$ cat src/rtl/panel_cmd_seq.sv
module panel_cmd_seq #(
  parameter int          HALF_DIV    = 2,
  parameter int          GAP_SLOTS   = 2,
  parameter logic [15:0] OUT_DEFAULT = 16'h2AEF,
  parameter int          LR_POS      = 14,
  parameter int          TB_POS      = 9,
  parameter int          BGR_POS     = 11,
  parameter int          REV_POS     = 13
) (
  input  logic       clk,
  input  logic       rst_n,
  input  logic       start_on,
  input  logic       start_resume,
  input  logic       start_suspend,
  input  logic       start_shutdown,
  input  logic [3:0] mode,
  output logic       sclk,
  output logic       mosi,
  output logic       cs_n,
  output logic       busy,
  output logic       done
);

  localparam int          DIVW      = (HALF_DIV > 1) ? $clog2(HALF_DIV) : 1;
  localparam int          CLK_SLOTS = 48;
  localparam int          LAST_SLOT = CLK_SLOTS + GAP_SLOTS;
  localparam int          SLOTW     = $clog2(LAST_SLOT + 1);
  localparam logic [15:0] MODE_MASK = (16'd1 << LR_POS) | (16'd1 << TB_POS) |
                                      (16'd1 << BGR_POS) | (16'd1 << REV_POS);
  localparam logic [7:0]  IDX_PFX   = 8'h74;
  localparam logic [7:0]  DAT_PFX   = 8'h76;
  localparam logic [7:0]  REG_PWR   = 8'h11;
  localparam logic [7:0]  REG_SETUP = 8'h01;

  typedef enum logic [1:0] {SQ_ON, SQ_RESUME, SQ_OFF} seq_t;

  seq_t             seq_q;
  logic             active_q, done_q, sclk_q;
  logic [1:0]       fidx_q;
  logic [SLOTW-1:0] slot_q;
  logic [DIVW-1:0]  div_q;
  logic [23:0]      sh_q;
  logic [15:0]      ctl_q;

  function automatic logic [15:0] setup_word(input logic [3:0] m);
    logic [15:0] v;
    v = OUT_DEFAULT & ~MODE_MASK;
    v[LR_POS]  = m[0];
    v[TB_POS]  = m[1];
    v[BGR_POS] = m[2];
    v[REV_POS] = m[3];
    return v;
  endfunction

  function automatic logic [23:0] frame_word(input seq_t s, input logic [1:0] f,
                                             input logic [15:0] ctl);
    logic [7:0]  r;
    logic [15:0] v;
    logic        pwr_first;
    pwr_first = (s != SQ_RESUME);
    if (s == SQ_OFF) begin
      r = REG_PWR;
      v = 16'h0001;
    end else if (f[1] ^ pwr_first) begin
      r = REG_PWR;
      v = 16'h0000;
    end else begin
      r = REG_SETUP;
      v = ctl;
    end
    return f[0] ? {DAT_PFX, v} : {IDX_PFX, 8'h00, r};
  endfunction

  wire       any_start = start_on | start_resume | start_suspend | start_shutdown;
  wire seq_t next_seq  = start_on ? SQ_ON : (start_resume ? SQ_RESUME : SQ_OFF);
  wire [15:0] next_ctl = setup_word(mode);
  wire [1:0] last_fidx = (seq_q == SQ_OFF) ? 2'd1 : 2'd3;
  wire       tick      = (div_q == DIVW'(HALF_DIV - 1));

  always_ff @(posedge clk) begin
    if (!rst_n) begin
      active_q <= 1'b0;
      done_q   <= 1'b0;
      sclk_q   <= 1'b0;
      seq_q    <= SQ_ON;
      fidx_q   <= '0;
      slot_q   <= '0;
      div_q    <= '0;
      sh_q     <= '0;
      ctl_q    <= '0;
    end else begin
      done_q <= 1'b0;
      if (!active_q) begin
        div_q <= '0;
        if (any_start) begin
          active_q <= 1'b1;
          seq_q    <= next_seq;
          ctl_q    <= next_ctl;
          fidx_q   <= '0;
          slot_q   <= '0;
          sh_q     <= frame_word(next_seq, 2'd0, next_ctl);
        end
      end else begin
        div_q <= tick ? '0 : div_q + 1'b1;
        if (tick) begin
          if (slot_q != SLOTW'(LAST_SLOT)) begin
            slot_q <= slot_q + 1'b1;
            sclk_q <= (slot_q < SLOTW'(CLK_SLOTS)) && !slot_q[0];
            if (slot_q[0] && slot_q < SLOTW'(CLK_SLOTS - 1))
              sh_q <= {sh_q[22:0], 1'b0};
          end else if (fidx_q != last_fidx) begin
            fidx_q <= fidx_q + 1'b1;
            slot_q <= '0;
            sh_q   <= frame_word(seq_q, fidx_q + 1'b1, ctl_q);
          end else begin
            active_q <= 1'b0;
            done_q   <= 1'b1;
          end
        end
      end
    end
  end

  assign cs_n = !active_q || (slot_q > SLOTW'(CLK_SLOTS));
  assign sclk = sclk_q;
  assign mosi = !cs_n && sh_q[23];
  assign busy = active_q;
  assign done = done_q;

endmodule


$ cat config.mk
export PLATFORM = sky130hd
export DESIGN_NAME = panel_cmd_seq
export DESIGN_NICKNAME = d
export VERILOG_FILES = /design/src/rtl/panel_cmd_seq.sv
export SDC_FILE = /design/constraint.sdc
export NUM_CORES = 1
export LEC_CHECK = 0
export ABC_AREA = 0
export BUFFER_PORTS_ARGS = -buffer_cell sky130_fd_sc_hd__buf_2
export CORE_UTILIZATION = 50
export DETAILED_ROUTE_END_ITERATION = 12
export MAX_ROUTING_LAYER = met4
export PLACE_DENSITY_LB_ADDON = 0.3
export SLEW_MARGIN = 20
export SYNTH_ARGS = -nofsm -noshare
export SYNTH_HDL_FRONTEND = slang
export SYNTH_SLANG_ARGS = --single-unit
$ cat constraint.sdc
create_clock -name clk -period 5.1 [get_ports clk]
set_input_delay 0.255 -clock clk [delete_from_list [all_inputs] [get_ports clk]]
set_output_delay 0.255 -clock clk [all_outputs]
set_load 0.005 [all_outputs]
==> metrics.txt, run 1 <==
pin count of the biggest net entering global routing 38; crit path from busy; grt ovf 0; DR WL/cell ~14 um; fraction of the mapped netlist area in simple logic gates between 20 and 25%; Synth Cell Area ~0.002 sq mm; Post-synth ARST share 0%; outcome finished, final reports clean; clk_lat worst skew roughly 0.29 ns; FF+latch area between 800 and 900 sq um; CTS tree built; crit start category flop; io pins 15; Initial Util ~54%; fillers 348; r2r startpoint busy; post-synthesis register bit count between 40 and 50; RSZ-0062 raised after global routing no; DR vias/cell between 5 and 6; vias in the first global route approximately 1,500; register area share after synthesis 41.8%; setup ws final around 2.4 ns; dominant synthesized flop cell dfxtp_1; clk slew on worst S/H paths approximately 0.080 ns; first-pass GRT wire length just over 7000 um; Core Area about 0.0038 sq mm; routed wire length on met3 ~170 um; Routability Congestion around 0.8; final worst-path cycle share about 53%; post-cts gate resize count 0; # hold bufs at CTS 0; Finished Cell Area around 0.0022 sq mm; dpl cell area about 0.0021 sq mm; Ant. Diodes 0; clk buf depth 2; clk_skew 0.00250 ns; max-slew violation count 0; Synth Instances between 200 and 250; EDFF count, synth 0; largest family of logic cells by synthesized area compound AO/OA/AOI/OAI gates; MaxCap Viol Count 0; Die Span X 66.2 um; mux contribution to synthesized area under 10%; multi-input logic area between 0.001 and 0.0015 sq mm; Worst VDD drop around 0.22 mV; Final Power 635 uW; Final HPWL DP about 2800 um; final setup fails 0; worst min-delay path class input pin to flop; Final Hold Viols 0; met2 WL about 1800 um; area growth from synthesis to layout 6.57%; GRT Util Overall ~23%; Routed Antenna Nets 0; post-synth net total 253; top sig layer met4; postcts setup bufs 0; Synth Area in Compound Gates between 20% and 30%; First-pass DRT Iterations 4; WHS about 0.19 ns; source of the worst hold timing path mode[1]; Die Height about 66 um; I/O Buffers 14; floorplan row count 22; CP Max Fanout 22; Starting DRT DRC Count 128; Place WS around 2.5 ns; Post-Synth Adder-Cell Area between 1.5 and 2%; Total Routed Length 4180 um; Non-Filler Instances approximately 300; WS Path Type flop to flop; post-route setup TNS 0 ns; initial antenna violation count 0; DRT met1 WL 2130 um; final period demand of the worst path ~2.7 ns; relative slew slack 36.1%; most frequent cells in the layout dfxtp_1 (43), nand2_1 (26), nor2_1 (21), o21ai_0 (20), buf_2 (14); Pwr per Cell Area 289 mW/mm^2; nets between 200 and 300; most common cell after layout, fill and taps aside dfxtp_1; Vias 1,679; CTS root buf clkbuf_8; Worst EP arrival around 3 ns; Die ar. roughly 0.0044 sq mm; syn avg cell area 8.58 sq um; P_leak ~0.77 nW; share of post-route cells with drive strength above 1 about 13%; fmax around 0.37 GHz; Worst-Margin Slew around 0.96 ns; Worst Path Required 5.32 ns; H-tree depth 2; Remaining DRCs 0; Synth Area in XOR/XNOR 2.13%; CTS buffer count 5; Synthesis Warnings 0; Setup crit end kind flop; fin util between 50% and 60%; # placed instances around 290; Num Clock Sinks 43; Netlist cell types 50
## final timing paths
| check | endpoint | slack, ns | cells after the start |
|---|---|---|---|
| worst max-delay path | sh_q[12] | 2.40 | 4 |
| worst min-delay path | ctl_q[9] | 0.19 | 3 |
| worst max register to register | sh_q[12] | 2.40 | 4 |
| worst min register to register | sh_q[19] | 0.46 | 2 |
## flip-flops by register name, indices dropped and copies added (netlist names)
signal	cells
sh_q	24
slot_q	6
ctl_q	5
fidx_q	2
seq_q	2
busy	1
div_q	1
done	1
sclk	1
## per-layer routing
| layer | global-route usage [%] | vias to the layer above |
|---|---|---|
| li1 | - | 862 |
| met1 | 31.4 | 775 |
| met2 | 31.3 | 35 |
| met3 | 4.66 | 7 |
| met4 | 10.4 | 0 |
| met5 | - | - |
## critical path, stage by stage (launching register included)
cell	delay [ns]
dfxtp_1	0.76
inv_1	0.22
a21boi_1	0.78
and2_2	0.61
mux2i_1	0.26
## power breakdown
group / internal, mW / switching, mW
sequential: 0.347 / 0.0105
combinational: 0.0234 / 0.0387
clock: 0.106 / 0.110
total: 0.476 / 0.159
## cell families (layout without fill, tap and decap cells)
kind of cell,count (synthesis),count (layout)
flops,43,43
fa+ha+maj,3,3
xor+xnor,5,5
simple gates,84,84
buf+inv,29,34
compound gates,64,64
mux,12,12
## cell type report
| cell class | count | share of cell area, % |
|---|---|---|
| multi-input combinational | 168 | 48.4 |
| sequential | 43 | 39.2 |
| inverter | 12 | 2.05 |
| timing repair buffer | 15 | 3.54 |
| clock buffer | 6 | 3.76 |
| clock inverter | 1 | 0.228 |
| tap | 48 | 2.74 |
## cells in the mapped netlist, types with 2 or more instances
cell type / instances / area (sq um)
a21o_1: 4 / 30.0
a21oi_1: 11 / 55.1
a311oi_1: 6 / 52.6
a31oi_1: 4 / 25.0
and2_1: 3 / 18.8
buf_2: 3 / 15.0
buf_6: 3 / 33.8
clkbuf_1: 10 / 37.5
dfxtp_1: 43 / 861
ha_1: 3 / 37.5
inv_1: 11 / 41.3
mux2i_1: 12 / 120
nand2_1: 26 / 97.6
nand2b_1: 2 / 12.5
nand3_1: 10 / 50.1
nand4_1: 4 / 25.0
nor2_1: 21 / 78.8
nor3_1: 4 / 20.0
nor3b_1: 3 / 22.5
o21ai_0: 20 / 100
o22ai_1: 5 / 31.3
xnor2_1: 4 / 35.0
Power figures use the tool's default switching activity.
==> run 2: changes to the inputs <==
Settings changed: ABC_AREA 0 to 1.
Clock period 5.1 ns to 2.33 ns, I/O delays scaled along.
==> run 2 against run 1 <==
Setup slack got worse by 2.1 ns. First-iteration DRC count shrank 7.0%. Cell area grew 1.0%. Sequential share of layout area fell by 0.40 points. Non-clock buffer count unchanged. Sequential cell count did not move. Register-to-register slack got worse by 2.1 ns. Global-route usage increased by 1.2 points. Die area is 0.18% lower. Maximum frequency is 35% higher.
==> metrics.txt, run 2 <==
syn avg cell area around 7.0 sq um; capture point of the worst reg-to-reg path sh_q[18]; Largest register FFs 24; CP Max Fanout 24; Worst Path Required ~2.5 ns; clk slew on worst S/H paths about 0.080 ns; Worst EP arrival between 2 and 2.5 ns; RSZ-0062 raised after global routing no; multi-input logic area 0.00103 sq mm; Worst-Margin Slew approximately 0.79 ns; postcts setup bufs 0; nets ~320; mux contribution to synthesized area 0%; Post-synth ARST share 0%; Total Routed Length about 4300 um; CTS buffer count 5; met2 Resource Use GR approximately two fifths; Vias approximately 1,800; grt ovf 0; Synthesis Warnings 0; pin count of the biggest net entering global routing 25; largest family of logic cells by synthesized area simple AND/OR/NAND/NOR gates; register area share after synthesis 41.9%; area growth from synthesis to layout 7.86%; Ant. Diodes 0; I/O Buffers 14; setup ws final between 0.3 and 0.4 ns; MaxCap Viol Count 0; Worst R2R Path Depth 11; Post-Synth Adder-Cell Area 1.83%; CTS root buf clkbuf_8; Final Hold Viols 0; most frequent cells in the layout nand2_1 (62), nor2_1 (50), dfxtp_1 (43), a21oi_1 (25); Setup crit end kind flop; CTS tree built; hold path depth 3; crit start category flop; Comb power frac a little over a tenth; sequential share of power a little under three fifths; Initial Util between 50 and 60%; switching component of the power around 390 uW; crit-path max cell delay 0.34 ns; clk_lat worst skew 0.31 ns; Routed Antenna Nets 0; Synth Area in XOR/XNOR less than 1%; FF+latch area around 860 sq um; initial antenna violation count 0; max-slew violation count 0; Num Clock Sinks 43; io pins 15; share of post-route cells with drive strength above 1 12.1%; H-tree depth 2; fraction of the mapped netlist area in simple logic gates 35.0%; Slowest-stage cell, CP dfxtp_1; Endpoint, Worst Hold ctl_q[14]; final period demand of the worst path around 2 ns; first-pass GRT wire length approximately 7600 um; global routing usage on met3 between 5 and 6%; Worst VDD drop 0.304 mV; GRT Util Overall 23.9%; Synth Area in Compound Gates a little over an eighth; clk buf depth 2; critical-path cell list inv_1 -> ha_1 -> inv_1 -> nor2_4 -> nand2_4 -> nand2_2 -> inv_2 -> nand2_4 -> nand3_4 -> nor3_1 -> nor2_1; Top Registers sh_q (24), slot_q (6), ctl_q (5); final worst-path cycle share a little under nine tenths; DR WL/cell 12.1 um; post-cts gate resize count 0; P_leak just over 0.9 nW; vias in the first global route approximately 1,700; final setup fails 0; Pwr per Cell Area ~640 mW/mm^2; most frequent cell after synthesis nand2_1; First-pass DRT Iterations 6; post-synth top area share a little over two fifths; Remaining DRCs 0; Die ar. 0.00437 sq mm; Die Height 66.1 um; Core Area between 0.003 and 0.004 sq mm; Synth area leaders dfxtp_1 (42%), nand2_1 (11%), nor2_1 (9.1%), a21oi_1 (6.1%), nand3_1 (5.8%); Synth Instances roughly 290; dominant cell type by area after synthesis dfxtp_1; Clk pwr share approximately a third; Synth Cell Area about 0.002 sq mm; Final HPWL DP a little under 3000 um; WS Path Type flop to flop; fillers around 380; floorplan row count 22; Int Power slightly above 1 mW; dominant synthesized flop cell dfxtp_1; relative slew slack between 40% and 50%; Starting DRT DRC Count about 120; CP Buf/Inv Count 3; # hold bufs at CTS 0; fmax between 0.4 and 0.5 GHz; GR met1 Demand/Resource between 20% and 30%; Netlist cell types 25; Place WS approximately 0.34 ns; switching share of total power 27.7%; worst reg2reg setup slack 0.32 ns; source of the worst hold timing path mode[0]; most common cell after layout, fill and taps aside nand2_1; clk_skew around 0.0086 ns; worst min-delay path class input pin to flop; DR vias/cell 5.20; Most Crowded Layer GR met2; outcome finished, final reports clean; post-synthesis register bit count 43; EDFF count, synth 0; CP top delay family simple AND/OR/NAND/NOR gates; commonest cells in the netlist nand2_1 (62), nor2_1 (50), dfxtp_1 (43); Reg with most FFs sh_q; post-route setup TNS 0 ns; Die Span X 66.1 um; Routability Congestion about 0.90; post-synth net total 305; r2r startpoint slot_q[0]
## run 2: cell count changes after synthesis, moves of 6 or more
cell	previous run	this run
nor2_1	21	50
nand2_1	26	62
clkbuf_1	10	4
a21oi_1	11	25
inv_1	11	24
a311oi_1	6	0
mux2i_1	12	0
nand3_1	10	24
## run 2: metal layers
layer  vias up  part of all wire (%)
met3         9                   3.7
met5         -                     0
met4         0                   2.3
met2        35                    47
met1       829                    47
li1        969                     -
## run 2: through the flow
stage	hold WS [ns]	area (sq um)	utilization, %	instances	power [mW]
after floorplan	0.252	2050	-	292	0.927
after global placement	0.365	2130	56.1	346	0.958
after detailed placement	0.373	2130	56.1	346	0.961
after CTS	0.0488	2220	58.3	354	1.43
after global routing	0.0676	2220	58.3	354	1.49
final	0.0573	2220	58.3	354	1.42
## run 2: worst max path at each step
stage,start,end,depth (start not counted)
CTS,slot_q[0],sh_q[18],11
global placement,slot_q[0],sh_q[21],11
finish,slot_q[0],sh_q[18],11
floorplan,slot_q[0],sh_q[18],12
detailed placement,slot_q[0],sh_q[18],11
global route,slot_q[0],sh_q[21],11
## run 2: cell families after synthesis
| group | count (synthesis) |
|---|---|
| xor+xnor | 1 |
| buf+inv | 35 |
| flops | 43 |
| simple gates | 158 |
| fa+ha+maj | 3 |
| compound gates | 52 |
## run 2: final cells by class
class | instances | area share, %
inverters | 26 | 4.40
flip-flops and latches | 43 | 38.8
multi-input cells | 214 | 46.7
repair buffers | 15 | 3.50
clock buffers | 6 | 3.27
well taps | 48 | 2.71
clock inverters | 2 | 0.565
## run 2: worst min-delay path, delay by kind of cell
kind | cells | cell delay (ns)
buffers and inverters | 1 | 0.07
AO/OA/AOI/OAI | 1 | 0.07
AND/OR/NAND/NOR | 1 | 0.07
## run 2: power by group through the flow
| stage | sequential [mW] | combinational (mW) | clock (mW) |
|---|---|---|---|
| finish | 0.790 | 0.156 | 0.474 |
| global route | 0.795 | 0.180 | 0.515 |
| CTS | 0.790 | 0.156 | 0.487 |
| detailed placement | 0.807 | 0.154 | 0 |
| global placement | 0.806 | 0.152 | 0 |
| floorplan | 0.800 | 0.127 | 0 |
